--- config.mk ---
export PLATFORM = sky130hd
export DESIGN_NAME = scl_wave_gen
export DESIGN_NICKNAME = d
export VERILOG_FILES = /design/src/rtl/scl_wave_pkg.sv /design/src/rtl/scl_wave_scale.sv /design/src/rtl/scl_wave_decode.sv /design/src/rtl/scl_wave_counter.sv /design/src/rtl/scl_wave_gen.sv
export SDC_FILE = /design/constraint.sdc
export NUM_CORES = 1
export LEC_CHECK = 0
export BUFFER_PORTS_ARGS = -buffer_cell sky130_fd_sc_hd__buf_2
export CAP_MARGIN = 20
export CORE_MARGIN = 3
export CORE_UTILIZATION = 50
export DETAILED_ROUTE_END_ITERATION = 16
export PLACE_DENSITY = 0.7
export REMOVE_ABC_BUFFERS = 1
export SLEW_MARGIN = 10
export SYNTH_ARGS = -nofsm -noshare
export SYNTH_HDL_FRONTEND = slang
export SYNTH_SLANG_ARGS = --single-unit
--- constraint.sdc ---
create_clock -name clk -period 2.9 [get_ports clk]
set_input_delay 0.145 -clock clk [delete_from_list [all_inputs] [get_ports clk]]
set_output_delay 0.145 -clock clk [all_outputs]
set_load 0.03 [all_outputs]
--- src/rtl/scl_wave_pkg.sv ---
package scl_wave_pkg;
  typedef enum logic [1:0] {
    PH_IDLE = 2'd0,
    PH_LOW  = 2'd1,
    PH_WAIT = 2'd2,
    PH_HIGH = 2'd3
  } phase_e;
endpackage

--- src/rtl/scl_wave_scale.sv ---
// Phase length for one half: div shifted by the effective exponent, plus a fixed offset.
module scl_wave_scale #(
  parameter int DIV_W  = 8,
  parameter int CK_W   = 3,
  parameter int CK_MAX = 5,
  parameter int OFFSET = 3,
  parameter int CNT_W  = DIV_W + CK_MAX + 1
) (
  input  logic [DIV_W-1:0] div,
  input  logic [CK_W-1:0]  ck_eff,
  output logic [CNT_W-1:0] len
);
  logic [CNT_W-1:0] shifted [0:CK_MAX];
  logic [CNT_W-1:0] pick;

  genvar k;
  for (k = 0; k <= CK_MAX; k++) begin : g_shift
    assign shifted[k] = CNT_W'(div) << k;
  end

  always_comb begin
    pick = '0;
    for (int i = 0; i <= CK_MAX; i++) begin
      if (ck_eff == CK_W'(i)) pick = shifted[i];
    end
  end

  assign len = pick + CNT_W'(OFFSET);
endmodule

--- src/rtl/scl_wave_decode.sv ---
// Splits the timing word, clamps the exponent and computes both half lengths.
module scl_wave_decode #(
  parameter int DIV_W  = 8,
  parameter int CK_W   = 3,
  parameter int CK_MAX = 5,
  parameter int OFFSET = 3,
  parameter int CNT_W  = DIV_W + CK_MAX + 1,
  parameter int CFG_W  = 2 * DIV_W + CK_W
) (
  input  logic [CFG_W-1:0] cfg,
  output logic [CNT_W-1:0] lo_len,
  output logic [CNT_W-1:0] hi_len
);
  localparam int NSIDE = 2;

  logic [CK_W-1:0]  ck_raw;
  logic [CK_W-1:0]  ck_eff;
  logic [CNT_W-1:0] lens [NSIDE];

  assign ck_raw = cfg[NSIDE*DIV_W +: CK_W];
  assign ck_eff = (ck_raw > CK_W'(CK_MAX)) ? CK_W'(CK_MAX) : ck_raw;

  genvar s;
  for (s = 0; s < NSIDE; s++) begin : g_side
    scl_wave_scale #(
      .DIV_W(DIV_W), .CK_W(CK_W), .CK_MAX(CK_MAX),
      .OFFSET(OFFSET), .CNT_W(CNT_W)
    ) u_scale (
      .div    (cfg[s*DIV_W +: DIV_W]),
      .ck_eff (ck_eff),
      .len    (lens[s])
    );
  end

  assign lo_len = lens[0];
  assign hi_len = lens[1];
endmodule

--- src/rtl/scl_wave_counter.sv ---
// Loadable down-counter that holds at zero.
module scl_wave_counter #(
  parameter int CNT_W = 14
) (
  input  logic             clk,
  input  logic             rst_n,
  input  logic             load,
  input  logic [CNT_W-1:0] load_val,
  input  logic             dec,
  output logic [CNT_W-1:0] cnt,
  output logic             zero
);
  always_ff @(posedge clk or negedge rst_n) begin
    if (!rst_n) begin
      cnt <= '0;
    end else if (load) begin
      cnt <= load_val;
    end else if (dec && (cnt != '0)) begin
      cnt <= cnt - CNT_W'(1);
    end
  end

  assign zero = (cnt == '0);
endmodule

--- src/rtl/scl_wave_gen.sv ---
// SCL phase timing generator: low half, release/wait-for-high, high half.
module scl_wave_gen
  import scl_wave_pkg::*;
#(
  parameter int DIV_W  = 8,
  parameter int CK_W   = 3,
  parameter int CK_MAX = 5,
  parameter int OFFSET = 3
) (
  input  logic                   clk,
  input  logic                   rst_n,
  input  logic                   en,
  input  logic [2*DIV_W+CK_W-1:0] cfg_word,
  input  logic                   scl_in,
  output logic                   scl_pull_low,
  output logic                   low_end_tick,
  output logic                   high_end_tick
);
  localparam int CFG_W = 2 * DIV_W + CK_W;
  localparam int CNT_W = DIV_W + CK_MAX + 1;

  phase_e           phase_q, phase_d;
  logic [CNT_W-1:0] lo_len, hi_len;
  logic [CNT_W-1:0] cnt;
  logic             cnt_zero;
  logic             load;
  logic             dec;
  logic [CNT_W-1:0] load_val;

  scl_wave_decode #(
    .DIV_W(DIV_W), .CK_W(CK_W), .CK_MAX(CK_MAX),
    .OFFSET(OFFSET), .CNT_W(CNT_W), .CFG_W(CFG_W)
  ) u_decode (
    .cfg    (cfg_word),
    .lo_len (lo_len),
    .hi_len (hi_len)
  );

  scl_wave_counter #(.CNT_W(CNT_W)) u_count (
    .clk      (clk),
    .rst_n    (rst_n),
    .load     (load),
    .load_val (load_val),
    .dec      (dec),
    .cnt      (cnt),
    .zero     (cnt_zero)
  );

  // Next phase and counter control; a half's length is latched only when it starts.
  always_comb begin
    phase_d  = phase_q;
    load     = 1'b0;
    dec      = 1'b0;
    load_val = '0;
    if (!en) begin
      phase_d = PH_IDLE;
    end else begin
      unique case (phase_q)
        PH_IDLE: begin
          phase_d  = PH_LOW;
          load     = 1'b1;
          load_val = lo_len - CNT_W'(1);
        end
        PH_LOW: begin
          if (cnt_zero) phase_d = PH_WAIT;
          else          dec     = 1'b1;
        end
        PH_WAIT: begin
          if (scl_in) begin
            phase_d  = PH_HIGH;
            load     = 1'b1;
            load_val = hi_len - CNT_W'(1);
          end
        end
        PH_HIGH: begin
          if (cnt_zero) begin
            phase_d  = PH_LOW;
            load     = 1'b1;
            load_val = lo_len - CNT_W'(1);
          end else begin
            dec = 1'b1;
          end
        end
        default: phase_d = PH_IDLE;
      endcase
    end
  end

  always_ff @(posedge clk or negedge rst_n) begin
    if (!rst_n) phase_q <= PH_IDLE;
    else        phase_q <= phase_d;
  end

  assign scl_pull_low  = (phase_q == PH_LOW);
  assign low_end_tick  = en && (phase_q == PH_LOW)  && cnt_zero;
  assign high_end_tick = en && (phase_q == PH_HIGH) && cnt_zero;
endmodule

==> out/metrics.yaml <==
utilization: 0.598
cts_setup_buffers: 0
clk_latency_ps: 250
wl_per_cell_um: 16.0
cpPeakStageDelay_ps: 540
p_leak_uw: 0.00106
grt_use_total: 0.235
power_density_nw_per_um2: 587
fin_area_um2: 2510
arrival_ps: 2490
drv_cap: 0
dieArea_um2: 5420
vias: 2317
gp_congestion: 0.954
cts-root-buf: "clkbuf_8"
ios: 26
cts_resized: 0
layout_min_cycle_time_ps: 2330
wl_mm: 5.98
syn2layout_area_growth_pct: 9.84
p_int_uw: 797
switching_power_uw: 678
grt_overflow: 0
grt_pass1_vias: 2122
cts_num_sinks: 16
preCtsSetupSlack_ps: 358
fin_crit_sh: 0.803
yosys.cell_types.count: 60
max_slew_margin: 0.678
yosys_warnings: 0
die_w_um: 73.7
dpl_cell_area_um2: 2450
grt_antenna_before_repair: 0
grt_max_degree: 25
num_antenna_cells: 0
clkTransAtPathRegs_ps: 70
critPathKind: "flip-flop to flip-flop"
cts_tree: "yes"
crit_required_ps: 3060
rsz0062_at_grt: "no"
fin_setup_tns_ps: 0
drt-vias-per-instance: 6.21
fmax_ghz: 0.429
ir_drop_uv: 212
htree_num_levels: 1
r2r_cells: 8
p_clk_frac: 0.133
r2r_slack_ps: 570
drv_slew: 0
seq_power_share: 0.274
synth-edff-count: 0
fp.dieH_um: 73.7
regToRegEndpoint: "u_count.cnt[9]"
worstMarginPinSlew_ps: 480
p_comb_frac: 0.593
worst-path-max-fanout: 9
final.setup.worst_slack_ps: 570
grt_pass1_wl_mm: 10.3
numPortBuffers: 25
ant_nets: 0
critPathSlowestCell: "or4_1"
final_cell_mix: "35 x nand2_1, 25 x buf_2, 19 x nor2_1, 19 x o21ai_0, 18 x a21oi_1"
dr.pass1.iters: 4
hold_depth: 2
path_cells: "or4_1, nor2_1, nand3_1, a31oi_1, buf_4, and2_1, nand2_1, o221ai_1"
drtIter0Drc: 150
setup_viol: 0
status: "finished, final reports clean"
syn-cell-area_um2: 2290
synthCells: 301
layout_commonest_cell: "nand2_1"
sw_frac_of_total: 0.460
drive_gt1_frac: 0.176
hold_buffers: 1
synthArstFlopShare: 1.00
start_kind: "flip-flop"
total_power_uw: 1480
cts.path.max_buffers: 2
worstHoldStart: "en"
core_um2: 4200
cts_buffers: 3
min_path_type: "input port to flip-flop"
ys_seq_area_frac: 0.175
reg2reg_from: "u_count.cnt[10]"
yosys_most_used_dff: "dfrtp_1"
finish.net_count: 354
route.detailed.drc: 0
post-dp-hpwl_mm: 4.67
clock_skew_ps: 3.30
rows: 23
ys_seq_elements: 16
avgSynthCellArea_um2: 7.60
finalHoldViolCount: 0
critPathCaptureType: "flip-flop"
min_to: "phase_q[0]"
start_util: 0.545
## cells by family after synthesis
logic type / Yosys count / share of synthesized area
AO/OA/AOI/OAI: 93 / 0.282
adder cells (fa/ha/maj): 7 / 0.0383
XOR/XNOR: 23 / 0.0880
AND/OR/NAND/NOR: 115 / 0.268
multiplexers: 18 / 0.0798
buffers and inverters: 29 / 0.0683
flip-flops: 16 / 0.175
## synthesized netlist by cell type, types with 4 or more instances
master     n  area [um2]
nand3_1   11        55.1
and2_1     4        25.0
buf_6      4        45.0
xor2_1     9        78.8
nand2b_1   8        50.1
ha_1       7        87.6
nor4_1     4        25.0
nand2_1   35         131
nor2b_1    4        25.0
o21ai_0   19        95.1
nor3_1     8        40.0
a22oi_1   10        75.1
o22a_1     4        35.0
dfrtp_1   16         400
inv_1     10        37.5
nor2_1    19        71.3
xnor2_1   14         123
a21oi_1   18        90.1
o22ai_1   12        75.1
buf_2      8        40.0
mux2i_1   16         160
## routing by layer
layer	routed length, um	part of all wire	global-route usage	up-vias
li1	-	-	-	1150
met1	2860	0.48	0.349	1083
met2	2770	0.46	0.376	76
met3	273	0.046	0.00684	8
met4	79	0.013	0.0543	0
met5	0	0	0	-
## through the flow
stage	hold slack (ps)	cells
floorplan	-151	283
global placement	79.9	368
detailed placement	77.8	368
CTS	190	373
global route	203	373
finish	190	373
## worst max path at each step
stage	start	end	slack, ps	cells past startpoint
detailed placement	cfg_word[16]	u_count.cnt[11]	360	10
global placement	cfg_word[16]	u_count.cnt[11]	440	10
global route	u_count.cnt[2]	u_count.cnt[9]	270	9
finish	u_count.cnt[10]	u_count.cnt[9]	570	8
floorplan	u_count.cnt[10]	u_count.cnt[9]	110	7
CTS	u_count.cnt[10]	u_count.cnt[9]	570	8
## power by group through the flow
stage               Clock [uW]  Sequential, uW  Combinational, uW
floorplan                    0             386                599
global placement             0             405                858
detailed placement           0             406                862
CTS                        197             404                872
global route               205             419                995
finish                     197             404                875
## state kept, by name, indices dropped and copies added (netlist names)
register,cells
phase_q,2
u_count.cnt,14
## final cells by class
class / count / area [um2]
multi-input combinational: 256 / 1730
fill: 416 / 1690
sequential: 16 / 400
timing repair buffer: 36 / 223
tap: 50 / 62.6
clock buffer: 4 / 55.1
inverter: 11 / 41.3
## worst max-delay path: cells and delay by family, from the launching register on
family | cells | cell delay [ps]
AO/OA/AOI/OAI | 2 | 390
buffers and inverters | 1 | 200
flip-flops | 1 | 420
AND/OR/NAND/NOR | 5 | 1240
No activity file was read; power rests on OpenSTA's default activity.
